`src/rtl/lfsr_eng_pkg.sv`:
```
package lfsr_eng_pkg;

  // Structure of the feedback network.
  typedef enum logic {
    LFSR_FIBONACCI = 1'b0,
    LFSR_GALOIS    = 1'b1
  } lfsr_kind_e;

  // Number of trailing bits shared between a word and the register.
  function automatic int tailWidth(input int dataW, input int stateW);
    return (dataW < stateW) ? dataW : stateW;
  endfunction

endpackage

```
`src/rtl/lfsr_bit_order.sv`:
```
module lfsr_bit_order #(
  parameter int WIDTH = 8,
  parameter bit FLIP  = 1'b0
) (
  input  logic [WIDTH-1:0] vecIn,
  output logic [WIDTH-1:0] vecOut
);

  generate
    if (FLIP) begin : g_flip
      for (genvar i = 0; i < WIDTH; i++) begin : g_bit
        assign vecOut[i] = vecIn[WIDTH-1-i];
      end
    end else begin : g_pass
      assign vecOut = vecIn;
    end
  endgenerate

endmodule

```
`src/rtl/lfsr_galois_core.sv`:
```
module lfsr_galois_core #(
  parameter int STATE_W = 32,
  parameter logic [STATE_W-1:0] TAP_POLY = 32'h04C11DB7,
  parameter int DATA_W = 8
) (
  input  logic [DATA_W-1:0]  wordIn,
  input  logic [STATE_W-1:0] regIn,
  output logic [DATA_W-1:0]  wordOut,
  output logic [STATE_W-1:0] regOut
);

  logic [STATE_W-1:0] acc;
  logic [DATA_W-1:0]  emitted;
  logic               fbBit;

  // Unrolled recurrence: the first bit consumed is the top bit of the word.
  always_comb begin
    acc     = regIn;
    emitted = '0;
    fbBit   = 1'b0;
    for (int i = DATA_W - 1; i >= 0; i--) begin
      fbBit      = acc[STATE_W-1] ^ wordIn[i];
      acc        = {acc[STATE_W-2:0], 1'b0} ^ ({STATE_W{fbBit}} & TAP_POLY);
      emitted[i] = fbBit;
    end
  end

  assign regOut  = acc;
  assign wordOut = emitted;

endmodule

```
`src/rtl/lfsr_fib_core.sv`:
```
module lfsr_fib_core #(
  parameter int STATE_W = 32,
  parameter logic [STATE_W-1:0] TAP_POLY = 32'h04C11DB7,
  parameter bit FEED_FWD = 1'b0,
  parameter int DATA_W = 8
) (
  input  logic [DATA_W-1:0]  wordIn,
  input  logic [STATE_W-1:0] regIn,
  output logic [DATA_W-1:0]  wordOut,
  output logic [STATE_W-1:0] regOut
);

  // Coefficient k taps stage k-1; the implied top term taps the top stage.
  localparam logic [STATE_W-2:0] TAP_MASK = TAP_POLY[STATE_W-1:1];

  logic [STATE_W-1:0] acc;
  logic [DATA_W-1:0]  emitted;
  logic               fbBit;
  logic               inBit;

  always_comb begin
    acc     = regIn;
    emitted = '0;
    fbBit   = 1'b0;
    inBit   = 1'b0;
    for (int i = DATA_W - 1; i >= 0; i--) begin
      fbBit      = wordIn[i] ^ acc[STATE_W-1] ^ (^(acc[STATE_W-2:0] & TAP_MASK));
      inBit      = FEED_FWD ? wordIn[i] : fbBit;
      acc        = {acc[STATE_W-2:0], inBit};
      emitted[i] = fbBit;
    end
  end

  assign regOut  = acc;
  assign wordOut = emitted;

endmodule

```
`src/rtl/lfsr_unrolled_engine.sv`:
```
module lfsr_unrolled_engine
  import lfsr_eng_pkg::*;
#(
  parameter int STATE_W = 32,
  parameter logic [STATE_W-1:0] TAP_POLY = 32'h04C11DB7,
  parameter lfsr_kind_e KIND = LFSR_GALOIS,
  parameter bit FEED_FWD = 1'b0,
  parameter bit FLIP_ORDER = 1'b1,
  parameter int DATA_W = 8
) (
  input  logic [DATA_W-1:0]  dataIn,
  input  logic [STATE_W-1:0] stateIn,
  output logic [DATA_W-1:0]  dataOut,
  output logic [STATE_W-1:0] stateOut
);

  logic [DATA_W-1:0]  wordInt;
  logic [DATA_W-1:0]  wordEmit;
  logic [STATE_W-1:0] regCur;
  logic [STATE_W-1:0] regNext;

  // Bit ordering is pure wiring at the four edges.
  lfsr_bit_order #(.WIDTH(DATA_W),  .FLIP(FLIP_ORDER)) u_ordDataIn
    (.vecIn(dataIn),   .vecOut(wordInt));
  lfsr_bit_order #(.WIDTH(STATE_W), .FLIP(FLIP_ORDER)) u_ordStateIn
    (.vecIn(stateIn),  .vecOut(regCur));
  lfsr_bit_order #(.WIDTH(DATA_W),  .FLIP(FLIP_ORDER)) u_ordDataOut
    (.vecIn(wordEmit), .vecOut(dataOut));
  lfsr_bit_order #(.WIDTH(STATE_W), .FLIP(FLIP_ORDER)) u_ordStateOut
    (.vecIn(regNext),  .vecOut(stateOut));

  generate
    if (KIND == LFSR_GALOIS) begin : g_galois
      lfsr_galois_core #(
        .STATE_W(STATE_W), .TAP_POLY(TAP_POLY), .DATA_W(DATA_W)
      ) u_core (
        .wordIn(wordInt), .regIn(regCur), .wordOut(wordEmit), .regOut(regNext)
      );
    end else begin : g_fib
      lfsr_fib_core #(
        .STATE_W(STATE_W), .TAP_POLY(TAP_POLY), .FEED_FWD(FEED_FWD), .DATA_W(DATA_W)
      ) u_core (
        .wordIn(wordInt), .regIn(regCur), .wordOut(wordEmit), .regOut(regNext)
      );
    end
  endgenerate

endmodule

```
`config.mk`:
```
export PLATFORM = sky130hd
export DESIGN_NAME = lfsr_unrolled_engine
export DESIGN_NICKNAME = d
export VERILOG_FILES = /design/src/rtl/lfsr_eng_pkg.sv /design/src/rtl/lfsr_bit_order.sv /design/src/rtl/lfsr_galois_core.sv /design/src/rtl/lfsr_fib_core.sv /design/src/rtl/lfsr_unrolled_engine.sv
export SDC_FILE = /design/constraint.sdc
export NUM_CORES = 1
export LEC_CHECK = 0
export CAP_MARGIN = 5
export CELL_PAD_IN_SITES_DETAIL_PLACEMENT = 1
export CELL_PAD_IN_SITES_GLOBAL_PLACEMENT = 1
export CORE_MARGIN = 4
export CORE_UTILIZATION = 44
export DETAILED_ROUTE_END_ITERATION = 16
export DONT_BUFFER_PORTS = 1
export GPL_TIMING_DRIVEN = 0
export PLACE_DENSITY = 0.81
export SLEW_MARGIN = 20
export SYNTH_ARGS = -nofsm -noshare
export SYNTH_HDL_FRONTEND = slang
export SYNTH_HIERARCHICAL = 1
export SYNTH_SLANG_ARGS = --single-unit
```
`constraint.sdc`:
```
create_clock -name vclk -period 2.3
set_clock_uncertainty 0.05 [all_clocks]
set_input_delay 0.46 -clock vclk [all_inputs]
set_output_delay 0.46 -clock vclk [all_outputs]
set_load 0.02 [all_outputs]
```
== After elaboration in Yosys (flattened, before gate mapping) ==
Cells that the tools add are included.

* Bits of input ports: 40
* Word-level logic and storage cells: 16
* Register bits: 0

* Bitwise operators: 16

{| class="wikitable"
|+ Operator list
! cell !! count
|-
| $xor A32 B27 Y32 || 8
|-
| $xor A1 B1 Y1 || 8
|}

== Logic depth before layout (Yosys ltp) ==
Gate-level depths: netlist (run 1).

* Depth in word-level cells: 16
* Depth in mapped cells: 7
* Depth with buffers taken out: 4

== Modules after synthesis ==
The synthesis (run 1) kept the hierarchy.

{| class="wikitable"
|+ Modules (own cells, without submodules)
! module !! cells an instance !! times used !! area each (um^2) !! seq. area each (um^2)
|-
| lfsr_galois_core || 74 || 1 || 1,066.0 || 0.0
|-
| lfsr_bit_order at u_ordStateIn ... || 32 || 2 || 240.2 || 0.0
|-
| lfsr_bit_order at u_ordDataIn ... || 8 || 2 || 60.1 || 0.0
|}

== Least setup slack after synthesis (run 1) ==
OpenSTA, ideal clock, no wires.

* Path kind: input -> output
* Start point: in dataIn[3]
* End point: out stateOut[20]
* Required time: 1,790 ps
* Path slack: -203 ps
* Data arrival time: 1,993 ps
* Stages on the path: 5
* Cell sequence: buf_4 -> xnor2_2 -> xnor3_2 -> xnor3_1 -> buf_4

* Word-level cells in the longest chain between the ends: 6

{| class="wikitable"
|+ RTL lines
! what !! line !! RTL
|-
| start: declaration || lfsr_unrolled_engine.sv:11 || <nowiki>input logic [DATA_W-1:0] dataIn,</nowiki>
|-
| $xor A1 B1 Y1 || lfsr_galois_core.sv:22 || <nowiki>fbBit = acc[STATE_W-1] ^ wordIn[i];</nowiki>
|-
| $xor A32 B27 Y32 (5 in a row) || lfsr_galois_core.sv:23 || <nowiki>acc = {acc[STATE_W-2:0], 1'b0} ^ ({STATE_W{fbBit}} & TAP_POLY);</nowiki>
|-
| end: declaration || lfsr_unrolled_engine.sv:14 || <nowiki>output logic [STATE_W-1:0] stateOut</nowiki>
|}

Every way passes these cells.

== Worst setup path after layout (run 1) ==
* Start point: in stateIn[1]
* End point: out stateOut[20]

* Word-level cells in the longest chain between the ends: 10

{| class="wikitable"
|+ RTL lines
! what !! line !! RTL
|-
| start: declaration || lfsr_unrolled_engine.sv:12 || <nowiki>input logic [STATE_W-1:0] stateIn,</nowiki>
|-
| $xor A32 B27 Y32 * || lfsr_galois_core.sv:23 ||
|-
| $xor A1 B1 Y1 * || lfsr_galois_core.sv:22 ||
|-
| $xor A32 B27 Y32 * (6 in a row) || lfsr_galois_core.sv:23 ||
|-
| $xor A1 B1 Y1 || lfsr_galois_core.sv:22 ||
|-
| $xor A32 B27 Y32 * || lfsr_galois_core.sv:23 ||
|}

Mark *: on every way between the ends. The rest lies on a longest branch, timed or not.

==> results.tsv, run 1 <==
metric	value	unit
grt_pass1_wl	5210	um
relSlewSlack	79.0	%
gr-total-overflow	0	
p_leak	1.14	nW
die_h	69.5	um
core_region_area	0.00366	sq mm
ys_seq_area_share	0	%
ant_nets	0	
p_sw_share	45.8	%
port_buffers	0	
critPathKind	input pin to primary output	
fin_hold_ws	1.16	ns
cp-end-kind	primary output	
p_comb_share	100.0	%
gr-usage-all-layers	13.0	%
drt_iter0_drc	4	
dieArea	0.00484	sq mm
share_seq_of_total_power	0	%
peakVddDrop	0.451	mV
grt_max_degree	8	
rows	22	
syn2layout_area_growth	29.1	%
timing.fmax	440	MHz
ys_top_cells_by_area	buf_4 37%, xnor3_1 24%, xnor2_1 14%	
outcome	finished, final reports clean	
regArea	0	sq um
design.seq.count	0	
hold_viol	0	
finish.utilization	58.8	%
vias_per_cell	4.13	
required	1.79	ns
pin_count	80	
internal_power	0.918	mW
pre_cts_slack	-0.141	ns
crit_arrival	1.76	ns
gp_congestion	0.688	
drc	0	
netlist_instances	154	
synth_area_per_cell	10.8	sq um
yosys_warnings	6	
tns	0	ns
p_clk_share	0	%
rsz0062_at_grt	true	
slew_violations	0	
synth_top_area_share	36.9	%
dr.pass1.iters	2	
first_global_vias	1044	
synth_cell_types	12	
num_antenna_cells	0	
final.min_clock_period	2.27	ns
yosysMostFrequentCell	buf_4	
syn-num-nets	194	
cp-start-kind	input pin	
hold_class	input pin to primary output	
synthTopCellsByCount	82 x buf_4, 27 x xnor2_1, 18 x xnor3_1, 6 x inv_1, 6 x xnor2_2	
post-dp-hpwl	2520	um
tightest_slew	0.312	ns
drive_gt1_share	72.0	%
setup_ws	0.0274	ns
p_per_area	786	mW/mm^2
avgRoutedWirePerCell	14.7	um
fill_cells	383	
final_net_count	224	
die_w	69.5	um
crit_fanout	6	
p_sw	0.775	mW
netlist_area	0.00167	sq mm
initial_core_util	45.5	%
num_vias	951	
setup_viol	0	
antenna_found_initial	0	
synth_top_area_cell	buf_4	
num-clock-buffers	0	
cap_violations	0	
fin_crit_sh	98.8	%
totalWireLength	3390	um
## stage by stage
step	total power, mW	instance area [sq um]	instances
floorplan	1.39	1750	154
global placement	1.48	1810	202
detailed placement	1.51	1810	202
CTS	1.59	1990	218
global route	1.78	2150	230
finish	1.69	2150	230
## worst paths after layout
kind | startpoint | to | slack (ns) | depth (start not counted)
worst max-delay path | stateIn[1] | stateOut[20] | 0.03 | 6
worst min-delay path | stateIn[15] | stateOut[7] | 1.16 | 3
## logic make-up (layout without fill, tap and decap cells)
logic type	Yosys count	in the layout	share of synthesized area, %
buf+inv	90	118	39.2
xor+xnor	64	64	60.8
## repair_timing
item / CTS / global route
pin swaps: 9 / 8
buffers inserted: 16 / 12
endpoints found under the setup margin: 14 / 15
gates resized for setup: 4 / 11
hold buffers: 0 / 0
hold endpoints to repair: 0 / 0
## area by class of cell
type | instances | area (sq um) | share of cell area [%]
Buffer | 83 | 683 | 31.7
Inverter | 7 | 26.3 | 1.22
Multi-Input combinational cell | 64 | 1120 | 52.2
Timing Repair Buffer | 28 | 260 | 12.1
Tap cell | 48 | 60.1 | 2.79
## critical path, stage by stage
cell and delay, ns:
buf_8 0.10, xnor2_4 0.18, buf_8 0.15, xnor3_2 0.36
xnor3_1 0.36, buf_6 0.14
## power groups by stage
stage | clock network [mW] | logic (mW) | registers [mW]
5_1_grt | 0 | 1.78 | 0
2_1_floorplan | 0 | 1.39 | 0
3_5_place_dp | 0 | 1.51 | 0
6_report | 0 | 1.69 | 0
3_3_place_gp | 0 | 1.48 | 0
4_1_cts | 0 | 1.59 | 0
## layout by cell type, fill, tap and decap left out
master and n:
xnor2_2 3, buf_12 4, buf_6 8, xnor2_1 24, xnor3_2 2, xnor3_4 1, buf_8 4, inv_2 1
xor2_4 3, xor2_1 3, buf_4 95, xnor3_1 18, inv_1 6, xnor2_4 10
## per-layer routing
metal	track usage [%]	up-vias	share of wire, %
met5	0	-	0
met4	1.95	0	2.3
met3	1.59	6	7.0
met2	27.3	48	60
met1	13.5	445	31
li1	-	452	-
Power figures use the tool's default switching activity.
==> run 2: changes to the inputs <==
Settings changed: CORE_MARGIN 4 to 3.
==> run 2 against run 1 <==
Flip-flop and latch count unchanged; maximum frequency about the same; count of clock-buffer cells in the layout unchanged; worst setup slack better by 0.0011 ns; wire length down 5.3%; cell area up 2.8%; cell count up 3.5%; die area down 5.7%.
==> results.tsv, run 2 (synthesis gave the netlist of run 1 again) <==
metric	value	unit	change
num_vias	969		+1.9%
final_net_count	234		+4.5%
ant_nets	0		unchanged
path_cells	buf_8, xnor2_4, buf_4, xnor2_1, xnor3_1, buf_4		
startpoint	dataIn[3]		
outcome	finished, final reports clean		
crit_buf_inv	3		unchanged
grt_max_degree	8		unchanged
p_leak	1.19	nW	+4.4%
gr-usage-all-layers	13.5	%	+0.48 points
setup_ws	0.0285	ns	+0.00107 ns
die_h	67.5	um	-2.9%
grt_use_met2	29.3	%	+2.0 points
pin_count	80		unchanged
grt_pass1_wl	4700	um	-9.8%
placed_area	0.00180	sq mm	-0.14%
num_antenna_cells	0		unchanged
rows	21		-4.5%
met3_usage	1.83	%	+0.24 points
crit_arrival	1.76	ns	about the same
drt_iter0_drc	7		+3
drive_gt1_share	74.0	%	+2.0 points
power	1.68	mW	-0.53%
tightest_slew	0.367	ns	+0.0544 ns
regArea	0	sq um	unchanged
hp-start	stateIn[15]		
fin_crit_sh	98.8	%	about the same
drc	0		unchanged
max_stage_delay	0.43	ns	+0.07 ns
fill_cells	367		-4.2%
rsz0062_at_grt	true		
first_global_vias	980		-6.1%
post-dp-hpwl	2480	um	-1.8%
antenna_found_initial	0		unchanged
hold_viol	0		unchanged
initial_core_util	47.7	%	+2.2 points
share_seq_of_total_power	0	%	unchanged
crit_fanout	6		unchanged
p_comb_share	100.0	%	about the same
gr-total-overflow	0		unchanged
cap_violations	0		unchanged
hold_class	input pin to primary output		
cp-start-kind	input pin		
peakVddDrop	0.395	mV	-12%
final_area	0.00221	sq mm	+2.8%
setup_viol	0		unchanged
cpMostUsedCell	buf_4		
p_clk_share	0	%	unchanged
num-clock-buffers	0		unchanged
port_buffers	0		unchanged
design.seq.count	0		unchanged
grt-busiest-layer	met2		
avgRoutedWirePerCell	13.5	um	-8.5%
hold_depth	3		unchanged
p_sw_share	44.9	%	-0.88 points
dieArea	0.00456	sq mm	-5.7%
totalWireLength	3200	um	-5.3%
cp_top_family	XOR/XNOR gates		
internal_power	0.928	mW	+1.1%
p_sw	0.756	mW	-2.4%
slew_violations	0		unchanged
timing.fmax	440	MHz	about the same
final_cell_mix	107 x buf_4, 23 x xnor2_1, 18 x xnor3_1		
cp_num_cells	6		unchanged
required	1.79	ns	about the same
syn2layout_area_growth	32.8	%	
final.min_clock_period	2.27	ns	-0.00107 ns
cp_slowest_cell	xnor3_1		
p_per_area	761	mW/mm^2	-3.3%
finish.utilization	63.3	%	+4.6 points
pre_cts_slack	-0.154	ns	-0.0128 ns
gp_congestion	0.646		-6.1%
vias_per_cell	4.07		-1.5%
die_w	67.5	um	-2.9%
critPathKind	input pin to primary output		
dr.pass1.iters	4		+2
grtUsageMet1	13.9	%	+0.36 points
core_region_area	0.00349	sq mm	-4.5%
layout_commonest_cell	buf_4		
relSlewSlack	75.4	%	-3.6 points
cp-end-kind	primary output		
[run 2: cell count changes in the layout (fill, tap and decap cells not counted), sizes merged]
cell  before  now
buf      111  121
[run 2: area by class of cell]
class	count	area [sq um]	share of cell area, %
Multi-Input combinational cell	64	1120	50.5
Inverter	7	26.3	1.19
Tap cell	46	57.6	2.60
Timing Repair Buffer	38	339	15.3
Buffer	83	672	30.4
[run 2: path summary, 6_finish.rpt]
check | end
setup / recovery | stateOut[19]
hold / removal | stateOut[7]
[run 2: stage by stage]
step	TNS, ns	std cells	hold slack, ns
finish	0	238	1.16
global route	-0.205	238	1.17
CTS	-0.137	225	1.16
detailed placement	-1.26	200	1.16
global placement	-0.987	200	1.15
floorplan	-0.0833	154	1.15
[run 2: power groups by stage]
stage	sequential (mW)	clock, mW	combinational [mW]
after floorplan	0	0	1.39
after global placement	0	0	1.48
after detailed placement	0	0	1.51
after CTS	0	0	1.61
after global routing	0	0	1.78
final	0	0	1.68
[run 2: repair_timing]
action                                  CTS  global route
endpoints found under the setup margin   14            15
setup buffers                            25            13
hold buffers                              0             0
gates resized for setup                   7             6
pin swaps                                10             8
[run 2: layer usage]
metal  part of all wire (%)  routed length (um)
met5                      0                   0
met4                      0                   0
met1                     32                1030
met2                     60                1930
met3                    7.5                 241
==> run 3: changes to the inputs <==
Settings changed: PLACE_DENSITY 0.81 to 0.78.
Clock period 2.3 ns to 2.5 ns, I/O delays scaled along.
==> run 3 against run 2 <==
Wire length fell by 7.3%; first-iteration DRC count rose by 43%; flip-flop and latch count did not move; critical endpoint is now stateOut[15]; highest routed layer unchanged; largest power group unchanged; sequential share of layout area did not move.
==> results.tsv, run 3 (synthesis gave the netlist of run 1 again) <==
metric	value	unit	change
num_vias	899		-7.2%
initial_core_util	47.7	%	unchanged
placed_area	0.00176	sq mm	-2.5%
relSlewSlack	73.6	%	-1.9 points
regArea	0	sq um	unchanged
fill_cells	367		unchanged
gr-usage-all-layers	12.4	%	-1.0 points
final_net_count	215		-8.1%
first_global_vias	962		-1.8%
required	1.95	ns	+0.16 ns
grt_pass1_wl	4440	um	-5.4%
tns	0	ns	unchanged
totalWireLength	2970	um	-7.3%
final_area	0.00199	sq mm	-10%
p_per_area	730	mW/mm^2	-4.0%
design.seq.count	0		unchanged
ant_nets	0		unchanged
fin_crit_sh	97.9	%	
dr.pass1.iters	4		unchanged
die_w	67.5	um	unchanged
setup_viol	0		unchanged
met3_usage	2.00	%	+0.17 points
core_region_area	0.00349	sq mm	unchanged
num_antenna_cells	0		unchanged
peakVddDrop	0.539	mV	+36%
rsz0062_at_grt	true		
outcome	finished, final reports clean		
drive_gt1_share	70.5	%	-3.4 points
cp-end-kind	primary output		
final_cell_mix	99 x buf_4, 25 x xnor2_1, 17 x xnor3_1		
post-dp-hpwl	2440	um	-1.7%
drc	0		unchanged
p_leak	1.06	nW	-11%
port_buffers	0		unchanged
place_inst	200		unchanged
avgRoutedWirePerCell	13.6	um	+0.77%
gr-total-overflow	0		unchanged
cp-start-kind	input pin		
final.min_clock_period	2.45	ns	
vias_per_cell	4.11		+0.83%
finish.utilization	56.9	%	-6.5 points
final-instance-count-excl-fill	219		-8.0%
crit_fanout	3		-3
pin_count	80		unchanged
layout_commonest_cell	buf_4		
hold_class	input pin to primary output		
dieArea	0.00456	sq mm	unchanged
die_h	67.5	um	unchanged
slew_violations	0		unchanged
grt_use_met2	26.7	%	-2.6 points
grt-busiest-layer	met2		
grtUsageMet1	12.9	%	-1.0 points
critPathKind	input pin to primary output		
gp_congestion	0.664		+2.8%
timing.fmax	409	MHz	
crit_arrival	1.90	ns	+0.14 ns
hold_viol	0		unchanged
critPathCapture	stateOut[15]		
drt_iter0_drc	10		+3
tightest_slew	0.396	ns	+0.0298 ns
antenna_found_initial	0		unchanged
cap_violations	0		unchanged
startpoint	stateIn[1]		
num-clock-buffers	0		unchanged
syn2layout_area_growth	19.2	%	
rows	21		unchanged
grt_max_degree	8		unchanged
hold_buffers	0		unchanged
## run 3: how the worst min path moves through the flow
stage | from | to | cells after the start
floorplan | stateIn[15] | stateOut[7] | 3
global placement | stateIn[15] | stateOut[7] | 3
detailed placement | stateIn[15] | stateOut[7] | 3
CTS | stateIn[15] | stateOut[7] | 3
global route | stateIn[9] | stateOut[1] | 3
finish | stateIn[20] | stateOut[12] | 3
## run 3: layout make-up
cell class         count  area (sq um)  share of cell area [%]
well taps             46          57.6                    2.90
plain buffers         83           631                    31.7
multi-input cells     64          1100                    55.6
inverters              7          26.3                    1.32
repair buffers        19           168                    8.44
## run 3: repair_timing
item,in CTS,in global routing
resized for setup,5,3
setup endpoints to repair,5,8
buffers inserted,11,8
pin swaps,5,4
## run 3: worst max-delay path, cell delays in order
cell	delay, ns
buf_4	0.13
xnor2_4	0.18
buf_8	0.12
xnor3_2	0.44
buf_4	0.18
xnor3_1	0.17
buf_4	0.17
## run 3: per-layer routing
layer	routed length, um	up-vias
li1	-	433
met1	925	416
met2	1740	50
met3	304	0
met4	0	0
met5	0	-
## run 3: power breakdown
group          switching (mW)  total, mW  internal [mW]
clock                       0          0              0
sequential                  0          0              0
combinational           0.674       1.45          0.777
## run 3: through the flow
| step | power (mW) | hold WS [ns] | worst slack, ns |
|---|---|---|---|
| after floorplan | 1.26 | 1.23 | 0.0105 |
| after global placement | 1.34 | 1.23 | -0.119 |
| after detailed placement | 1.37 | 1.24 | -0.123 |
| after CTS | 1.43 | 1.24 | 0.0275 |
| after global routing | 1.54 | 1.25 | -0.0114 |
| final | 1.45 | 1.24 | 0.0528 |
